`config.mk`:
```
export PLATFORM = sky130hd
export DESIGN_NAME = gpio_paged_ctrl
export DESIGN_NICKNAME = d
export VERILOG_FILES = /design/src/rtl/gpio_pg_pkg.sv /design/src/rtl/gpio_pg_sync.sv /design/src/rtl/gpio_pg_drive.sv /design/src/rtl/gpio_pg_irq_port.sv /design/src/rtl/gpio_paged_ctrl.sv
export SDC_FILE = /design/constraint.sdc
export NUM_CORES = 1
export LEC_CHECK = 0
export ABC_CLOCK_PERIOD_IN_PS = 2400
export BUFFER_PORTS_ARGS = -buffer_cell sky130_fd_sc_hd__buf_2
export CAP_MARGIN = 20
export CORE_UTILIZATION = 55
export CTS_CLUSTER_SIZE = 30
export DETAILED_ROUTE_END_ITERATION = 6
export GPL_TIMING_DRIVEN = 0
export MAX_ROUTING_LAYER = met4
export PLACE_DENSITY = 0.76
export SETUP_SLACK_MARGIN = 0.1
export SLEW_MARGIN = 20
export SYNTH_ARGS = -nofsm -noshare
export SYNTH_HDL_FRONTEND = slang
export SYNTH_HIERARCHICAL = 1
export SYNTH_SLANG_ARGS = --single-unit
export TNS_END_PERCENT = 1
```
`constraint.sdc`:
```
create_clock -name clk -period 2.4 [get_ports clk]
set_clock_uncertainty 0.05 [all_clocks]
set_input_delay 0.12 -clock clk [delete_from_list [all_inputs] [get_ports clk]]
set_output_delay 0.12 -clock clk [all_outputs]
set_load 0.01 [all_outputs]
```
`src/rtl/gpio_pg_pkg.sv`:
```
package gpio_pg_pkg;
  typedef enum logic [1:0] {
    BANK_NONE = 2'd0,
    BANK_POL  = 2'd1,
    BANK_EN   = 2'd2,
    BANK_ID   = 2'd3
  } bank_e;
endpackage

```
`src/rtl/gpio_pg_sync.sv`:
```
module gpio_pg_sync #(
  parameter int W      = 48,
  parameter int STAGES = 2
) (
  input  logic         clk,
  input  logic         rst_n,
  input  logic [W-1:0] async_in,
  output logic [W-1:0] sync_out
);
  logic [W-1:0] stage_q [STAGES];

  for (genvar s = 0; s < STAGES; s++) begin : g_stage
    always_ff @(posedge clk or negedge rst_n) begin
      if (!rst_n) stage_q[s] <= '0;
      else if (s == 0) stage_q[s] <= async_in;
      else stage_q[s] <= stage_q[(s == 0) ? 0 : s-1];
    end
  end

  assign sync_out = stage_q[STAGES-1];
endmodule

```
`src/rtl/gpio_pg_drive.sv`:
```
module gpio_pg_drive #(
  parameter int NUM_PORTS = 6,
  parameter int PORT_W    = 8,
  parameter int ADDR_W    = 4
) (
  input  logic                        clk,
  input  logic                        rst_n,
  input  logic                        wr,
  input  logic [ADDR_W-1:0]           addr,
  input  logic [PORT_W-1:0]           wdata,
  output logic [NUM_PORTS*PORT_W-1:0] drive_q
);
  for (genvar p = 0; p < NUM_PORTS; p++) begin : g_port
    logic hit;
    assign hit = wr && (addr == ADDR_W'(p));
    always_ff @(posedge clk or negedge rst_n) begin
      if (!rst_n) drive_q[p*PORT_W +: PORT_W] <= '0;
      else if (hit) drive_q[p*PORT_W +: PORT_W] <= wdata;
    end
  end
endmodule

```
`src/rtl/gpio_pg_irq_port.sv`:
```
module gpio_pg_irq_port #(
  parameter int PORT_W = 8
) (
  input  logic              clk,
  input  logic              rst_n,
  input  logic [PORT_W-1:0] lvl,
  input  logic              pol_wr,
  input  logic              en_wr,
  input  logic [PORT_W-1:0] wdata,
  output logic [PORT_W-1:0] pol_q,
  output logic [PORT_W-1:0] en_q,
  output logic [PORT_W-1:0] id_q
);
  logic [PORT_W-1:0] prev_q;
  logic [PORT_W-1:0] edge_hit;
  logic [PORT_W-1:0] en_nx;

  always_comb begin
    en_nx    = en_wr ? wdata : en_q;
    edge_hit = (lvl & ~prev_q & pol_q) | (~lvl & prev_q & ~pol_q);
  end

  always_ff @(posedge clk or negedge rst_n) begin
    if (!rst_n) begin
      prev_q <= '0;
      pol_q  <= '0;
      en_q   <= '0;
      id_q   <= '0;
    end else begin
      prev_q <= lvl;
      if (pol_wr) pol_q <= wdata;
      en_q <= en_nx;
      // an enable dropping to 0 wins over any edge in the same cycle
      id_q <= en_nx & (id_q | (edge_hit & en_q));
    end
  end
endmodule

```
`src/rtl/gpio_paged_ctrl.sv`:
```
module gpio_paged_ctrl
  import gpio_pg_pkg::*;
#(
  parameter int NUM_PORTS = 6,
  parameter int IRQ_PORTS = 3,
  parameter int PORT_W    = 8,
  parameter int ADDR_W    = 4,
  parameter int SYNC_LEN  = 2
) (
  input  logic                        clk,
  input  logic                        rst_n,
  input  logic [ADDR_W-1:0]           bus_addr,
  input  logic [PORT_W-1:0]           bus_wdata,
  input  logic                        bus_wr,
  input  logic                        bus_rd,
  output logic [PORT_W-1:0]           bus_rdata,
  input  logic [NUM_PORTS*PORT_W-1:0] pin_in,
  output logic [NUM_PORTS*PORT_W-1:0] pin_oe,
  output logic                        irq_out
);
  localparam int LINES     = NUM_PORTS * PORT_W;
  localparam int IRQ_LINES = IRQ_PORTS * PORT_W;
  localparam int OFF_PEND  = NUM_PORTS;
  localparam int OFF_PAGE  = NUM_PORTS + 1;
  localparam int OFF_BANK  = NUM_PORTS + 2;

  logic [LINES-1:0]     lvl_s;
  logic [1:0]           page_q;
  logic [IRQ_LINES-1:0] pol_all, en_all, id_all;
  logic [IRQ_PORTS-1:0] pend;
  logic [PORT_W-1:0]    rd_mux;

  gpio_pg_sync #(.W(LINES), .STAGES(SYNC_LEN)) u_sync (
    .clk(clk), .rst_n(rst_n), .async_in(pin_in), .sync_out(lvl_s)
  );

  gpio_pg_drive #(.NUM_PORTS(NUM_PORTS), .PORT_W(PORT_W), .ADDR_W(ADDR_W)) u_drive (
    .clk(clk), .rst_n(rst_n), .wr(bus_wr), .addr(bus_addr),
    .wdata(bus_wdata), .drive_q(pin_oe)
  );

  always_ff @(posedge clk or negedge rst_n) begin
    if (!rst_n) page_q <= 2'd0;
    else if (bus_wr && bus_addr == ADDR_W'(OFF_PAGE)) page_q <= bus_wdata[PORT_W-1 -: 2];
  end

  for (genvar p = 0; p < IRQ_PORTS; p++) begin : g_irq
    logic sel;
    assign sel = bus_wr && (bus_addr == ADDR_W'(OFF_BANK + p));
    gpio_pg_irq_port #(.PORT_W(PORT_W)) u_port (
      .clk(clk), .rst_n(rst_n),
      .lvl(lvl_s[p*PORT_W +: PORT_W]),
      .pol_wr(sel && page_q == BANK_POL),
      .en_wr(sel && page_q == BANK_EN),
      .wdata(bus_wdata),
      .pol_q(pol_all[p*PORT_W +: PORT_W]),
      .en_q(en_all[p*PORT_W +: PORT_W]),
      .id_q(id_all[p*PORT_W +: PORT_W])
    );
    assign pend[p] = |id_all[p*PORT_W +: PORT_W];
  end

  assign irq_out = |pend;

  always_comb begin
    rd_mux = '0;
    for (int i = 0; i < NUM_PORTS; i++)
      if (bus_addr == ADDR_W'(i)) rd_mux = lvl_s[i*PORT_W +: PORT_W];
    if (bus_addr == ADDR_W'(OFF_PEND)) rd_mux[IRQ_PORTS-1:0] = pend;
    if (bus_addr == ADDR_W'(OFF_PAGE)) rd_mux[PORT_W-1 -: 2] = page_q;
    for (int i = 0; i < IRQ_PORTS; i++) begin
      if (bus_addr == ADDR_W'(OFF_BANK + i)) begin
        case (page_q)
          BANK_POL: rd_mux = pol_all[i*PORT_W +: PORT_W];
          BANK_EN:  rd_mux = en_all[i*PORT_W +: PORT_W];
          BANK_ID:  rd_mux = id_all[i*PORT_W +: PORT_W];
          default:  rd_mux = '0;
        endcase
      end
    end
  end

  always_ff @(posedge clk or negedge rst_n) begin
    if (!rst_n) bus_rdata <= '0;
    else if (bus_rd) bus_rdata <= rd_mux;
  end
endmodule

```
# == Yosys cells after proc, flatten, opt, wreduce, memory -nomap -nowiden ==
# Cells that the tools add are included.
# word_totals
ff_bits,250
inputBits,64
output_inout_bits,57
word_cells,106
# classes
n_eq_ne,13
mux,17
bitwise,33
reduce_logical,21
# op_table
cell,count
bitwise AND 8 bit,18
2-to-1 mux 8 bit,12
inverter 8 bit,9
case mux 8 bit (3 select lines),3
OR 8 bit,6
OR reduction 24 bit,1
OR reduction 8 bit,3
== test 4 x 3 -> 1 bit (second input constant),4
logical AND 1 bit,16
== test 4 bit (second input constant),3
== test 4 x 2 -> 1 bit (second input constant),2
== test 2 bit (second input constant),2
== test 4 x 1 -> 1 bit (second input constant),1
logical NOT 4 bit,1
2-to-1 mux 3 bit,1
== test 2 x 1 -> 1 bit (second input constant),1
2-to-1 mux 2 bit,1

# == Logic depth before layout (Yosys ltp) ==
# logic_depth
ltp_word,11
depth_mapped,7
ltp_nobuf,5

# == Cells and area by module ==
# The synthesis kept the hierarchy.
# modules_own_cells
module,n_inst,cells_per_inst,area_per_inst_um2,seq_area_each_um2
gpio_pg_irq_port,3,74,1257.5,800.8
gpio_pg_sync,1,144,2762.6,2402.3
gpio_pg_drive,1,107,1891.8,1201.2
gpio_paged_ctrl,1,233,1814.2,250.2

# == Worst setup path after synthesis ==
# No wires, ideal clock.
# synth_path
path_kind,reg-to-reg
start,register page_q[1]
end,register g_irq[2].u_port.pol_q[0]
setup_time_ns,0.125
t_arrival_ns,1.618
t_required_ns,2.225
slack_ns,0.607
path_stages_with_launch,8
n_path_buf,3
synth_period_minus_slack_ns,1.793
path_cell_list,dfrtp_1 -> nor2b_1 -> clkbuf_1 -> buf_2 -> nand3_1 -> nor2_1 -> buf_2 -> mux2_2
# synth_via
elab_chain_cells,2
# synth_rtl
element,line,text
from (decl),gpio_paged_ctrl.sv:28,logic [1:0] page_q;
from (signal assigned),gpio_paged_ctrl.sv:44,else if (bus_wr && bus_addr == ADDR_W'(OFF_PAGE)) page_q <= bus_wdata[PORT_W-1 -: 2];
== test 2 x 1 -> 1 bit,gpio_paged_ctrl.sv:53,".pol_wr(sel && page_q == BANK_POL),"
logical AND 1 bit,gpio_paged_ctrl.sv:53,
to (signal assigned),gpio_pg_irq_port.sv:31,if (pol_wr) pol_q <= wdata;
to (decl),gpio_pg_irq_port.sv:10,"output logic [PORT_W-1:0] pol_q,"
# Every way passes these cells.
# A chain may end at the register's enable or synchronous reset.

# == Worst setup path after layout ==
# layout_path
start,register g_irq[2].u_port.id_q[5]
end,output port irq_out
# layout_via
elab_chain_cells,1
# layout_rtl
element,line,text
from (decl),gpio_pg_irq_port.sv:12,output logic [PORT_W-1:0] id_q
from (signal assigned),gpio_pg_irq_port.sv:34,id_q <= en_nx & (id_q | (edge_hit & en_q));
OR reduction 24 bit,gpio_paged_ctrl.sv:63,assign irq_out = |pend;
to (decl),gpio_paged_ctrl.sv:19,output logic irq_out
# Every way passes these cells.

==> results.md <==
- Status: finished with violations
- Failing checks: design-rule violations
- Final setup viols: 0
- WP depth: 4
- CTS HTree Levels: 1
- Initial antenna violation count: 2
- RSZ-0062 raised after global routing: true
- CP cell instances: nor4_2 -> nand2_1 -> or3_1 -> buf_2
- Fin crit share: 0.9663
- Worst-case reg-to-reg path depth: 7
- Cells after synthesis: about 700
- Synth area leader: dfrtp_1
- CTS clk-pin slew, worst paths: roughly 0.060 ns
- Critical path buffers and inverters: 1
- Dpl cells: ~1100
- Placer Congestion: approximately 0.96
- Slew headroom: 0.5008
- Cell Rows: 49
- Sequential area share after synthesis: 0.6109
- Worst Path Arrival: about 2.2 ns
- Synth top area share: 0.6109
- WL/cell: between 20 and 25 µm
- Total wire length: between 20 and 25 mm
- Prevailing post-synth register cell: dfrtp_1
- Number of remaining DRC errors: 6
- Async set or reset register ratio after synthesis: 1.000
- Crit end category: output pin
- EDFF count, synth: 0
- Antenna Violating Nets Remaining: 0
- Fin cells: ~1200
- CTS tree: yes
- Multi-input gate area: 3453 µm²
- Final Hold Vio Count: 0
- Post-synthesis net count: 770
- Max VDD drop: roughly 810 µV
- Critical path fanouts, max: 3
- Hold path depth: 3
- First-pass GRT wire length: between 30 and 40 mm
- Num CTS Buffers: 26
- CORE AREA: 18090 µm²
- Top cells by area, synth: dfrtp_1 (61%), mux2_2 (9.6%), mux2_4 (5.0%), buf_4 (3.7%), a22o_1 (2.4%)
- LEAKAGE: between 5 and 6 nW
- Worst-Skew Late Latency: 0.52 ns
- Synth cell types: 52
- Fin Hold WS: 0.01169 ns
- Number of global-route vias before repair: ~7300
- Synth Register Bits: 250
- Vias: 6819
- Register Area: 6256 µm²
- Die ar.: 19170 µm²
- Power Density: about 860 nW/µm²
- Pre-antenna DRT Iters: 7
- YS warnings: 6
- Final Critical Period: 2.319 ns
- Area growth syn-to-layout: 23.52%
- Largest net degree at the start of global routing: about 100
- Clock Path Buffers: 3
- Final design utilization: 0.6994
- Clk sinks: 250
- Final slew viol count: 0
- Post CTS Setup Buffer Count: 0
- Critical path class: register to output pin
- Cell Area, Synth: 10240 µm²
- Worst-margin pin slew: between 0.7 and 0.8 ns
- Worst path slowest cell: or3_1
- Hold Crit Class: primary input to register
- DP Wirelength: around 16 mm
- Initial core utilization: 0.5662
- Port bufs: approximately 120
- Total grt overflow: 0
- CP top delay family: simple AND/OR/NAND/NOR gates
- Startpoint types: register
- CP required: ~2.2 ns
- Fmax: roughly 430 MHz
- Total GRT Usage: 0.2681
- Nets: between 900 and 1000
- # fillers: between 1000 and 1500
- Clock root buffer: clkbuf_16
- Count of boundary I/O pins: ~120
- Mean Syn Cell Area: approximately 15 µm²
- Initial DRC count: around 510
- Max Cap Viol: 0
- Setup TNS: 0 ns
- Die width: 138.5 µm
- Fin area: between 10000 and 15000 µm²
- Layout cells sized above 1: 0.4032
- Vias per cell: between 5 and 6
- DP Area: ~11000 µm²
- Die height: between 100 and 150 µm
- Delay of the slowest critical-path stage: approximately 0.45 ns
-- logic make-up after synthesis --
kind of cell    share of synthesized area
simple gates                       0.1004
compound gates                    0.08491
flops                              0.6109
mux                                0.1486
buf+inv                           0.05522
-- where the power goes --
group	switching, W	total (W)	internal (W)
registers	0.000302	0.00498	0.00468
logic	0.000817	0.00169	0.000870
clock network	0.00160	0.00415	0.00255
-- cells in the final DEF (no fill, tap or decap), types with 4 or more instances in the layout --
| cell type | synthesis | layout |
|---|---|---|
| clkinv_2 | 0 | 4 |
| dlygate4sd3_1 | 0 | 52 |
| buf_4 | 51 | 51 |
| nor2_1 | 29 | 29 |
| nand2b_1 | 8 | 8 |
| nor4bb_1 | 24 | 24 |
| clkbuf_16 | 0 | 27 |
| buf_2 | 11 | 128 |
| nand3_1 | 6 | 6 |
| o21ai_0 | 8 | 8 |
| a22o_1 | 28 | 28 |
| nand2_1 | 10 | 10 |
| dfrtp_1 | 250 | 250 |
| nor3_1 | 5 | 5 |
| mux2_2 | 87 | 87 |
| clkbuf_1 | 6 | 9 |
| or3_1 | 4 | 4 |
| buf_6 | 8 | 8 |
| a22oi_1 | 4 | 4 |
| a31oi_1 | 6 | 6 |
| nor2b_1 | 7 | 7 |
| a21oi_1 | 15 | 15 |
| mux2_4 | 34 | 34 |
| o22ai_1 | 7 | 7 |
| o31a_1 | 24 | 24 |
| and4b_1 | 24 | 24 |
| clkbuf_8 | 0 | 6 |
-- cell type report --
class                   count  area share
flip-flops and latches    250      0.4946
clock buffers              37     0.06113
diodes                      2   0.0003956
inverters                   4    0.001187
repair buffers            173     0.09337
well taps                 229     0.02265
multi-input cells         376      0.2730
clock inverters             9    0.009891
plain buffers              76     0.04382
-- per-layer routing --
layer,track usage,share of wire,up-vias
li1,-,-,2969
met1,0.3263,0.40,3470
met2,0.4312,0.49,280
met3,0.05265,0.063,100
met4,0.1301,0.047,0
met5,-,0,-
-- registers in the layout (all words and copies together) (netlist names) --
register / count
bus_rdata: 8
g_irq.u_port/en_q: 24
g_irq.u_port/id_q: 24
g_irq.u_port/pol_q: 24
g_irq.u_port/prev_q: 24
page_q: 2
u_drive/drive_q: 48
u_sync/stage_q: 48
u_sync/sync_out: 48
-- synthesized netlist by cell type, types with 7 or more instances --
| library cell | number |
|---|---|
| dfrtp_1 | 250 |
| mux2_2 | 87 |
| buf_4 | 51 |
| mux2_4 | 34 |
| nor2_1 | 29 |
| a22o_1 | 28 |
| and4b_1 | 24 |
| nor4bb_1 | 24 |
| o31a_1 | 24 |
| a21oi_1 | 15 |
| buf_2 | 11 |
| nand2_1 | 10 |
| buf_6 | 8 |
| nand2b_1 | 8 |
| o21ai_0 | 8 |
| nor2b_1 | 7 |
| o22ai_1 | 7 |
-- worst register-to-register path: stages (launching register included) --
cell and delay, ns:
dfrtp_1 0.37, buf_6 0.15, clkbuf_1 0.48, nand4b_1 0.24, nor2_1 0.18, buf_6 0.23
mux2_4 0.33, o31a_1 0.11
-- through the flow --
step / power (W) / setup WS (ns)
2_1_floorplan: 0.005950 / 0.6074
3_3_place_gp: 0.006534 / -2.849
3_5_place_dp: 0.006642 / 0.08848
4_1_cts: 0.01086 / 0.07494
5_1_grt: 0.01121 / 0.03058
6_report: 0.01082 / 0.08085
-- final timing paths --
path                                          from                       to  slack, ns
hold reg to reg                 u_sync/stage_q[81]      u_sync/sync_out[33]       0.29
hold / removal                              bus_wr                page_q[1]       0.01
setup reg to reg                         page_q[1]  g_irq[2].u_port/id_q[6]       0.15
min in group asynchronous                    rst_n      u_drive/drive_q[12]       0.09
setup / recovery           g_irq[2].u_port/id_q[5]                  irq_out       0.08
max in group asynchronous                    rst_n       u_sync/stage_q[70]       1.39
-- what timing repair did --
action / 4_1_cts / 5_1_grt
endpoints found under the setup margin: 9 / 25
endpoints found under the hold margin: 186 / 0
pin swaps: 0 / 0
hold buffers: 52 / 0
gates resized for setup: 3 / 5
No activity file was read; power rests on OpenSTA's default activity.
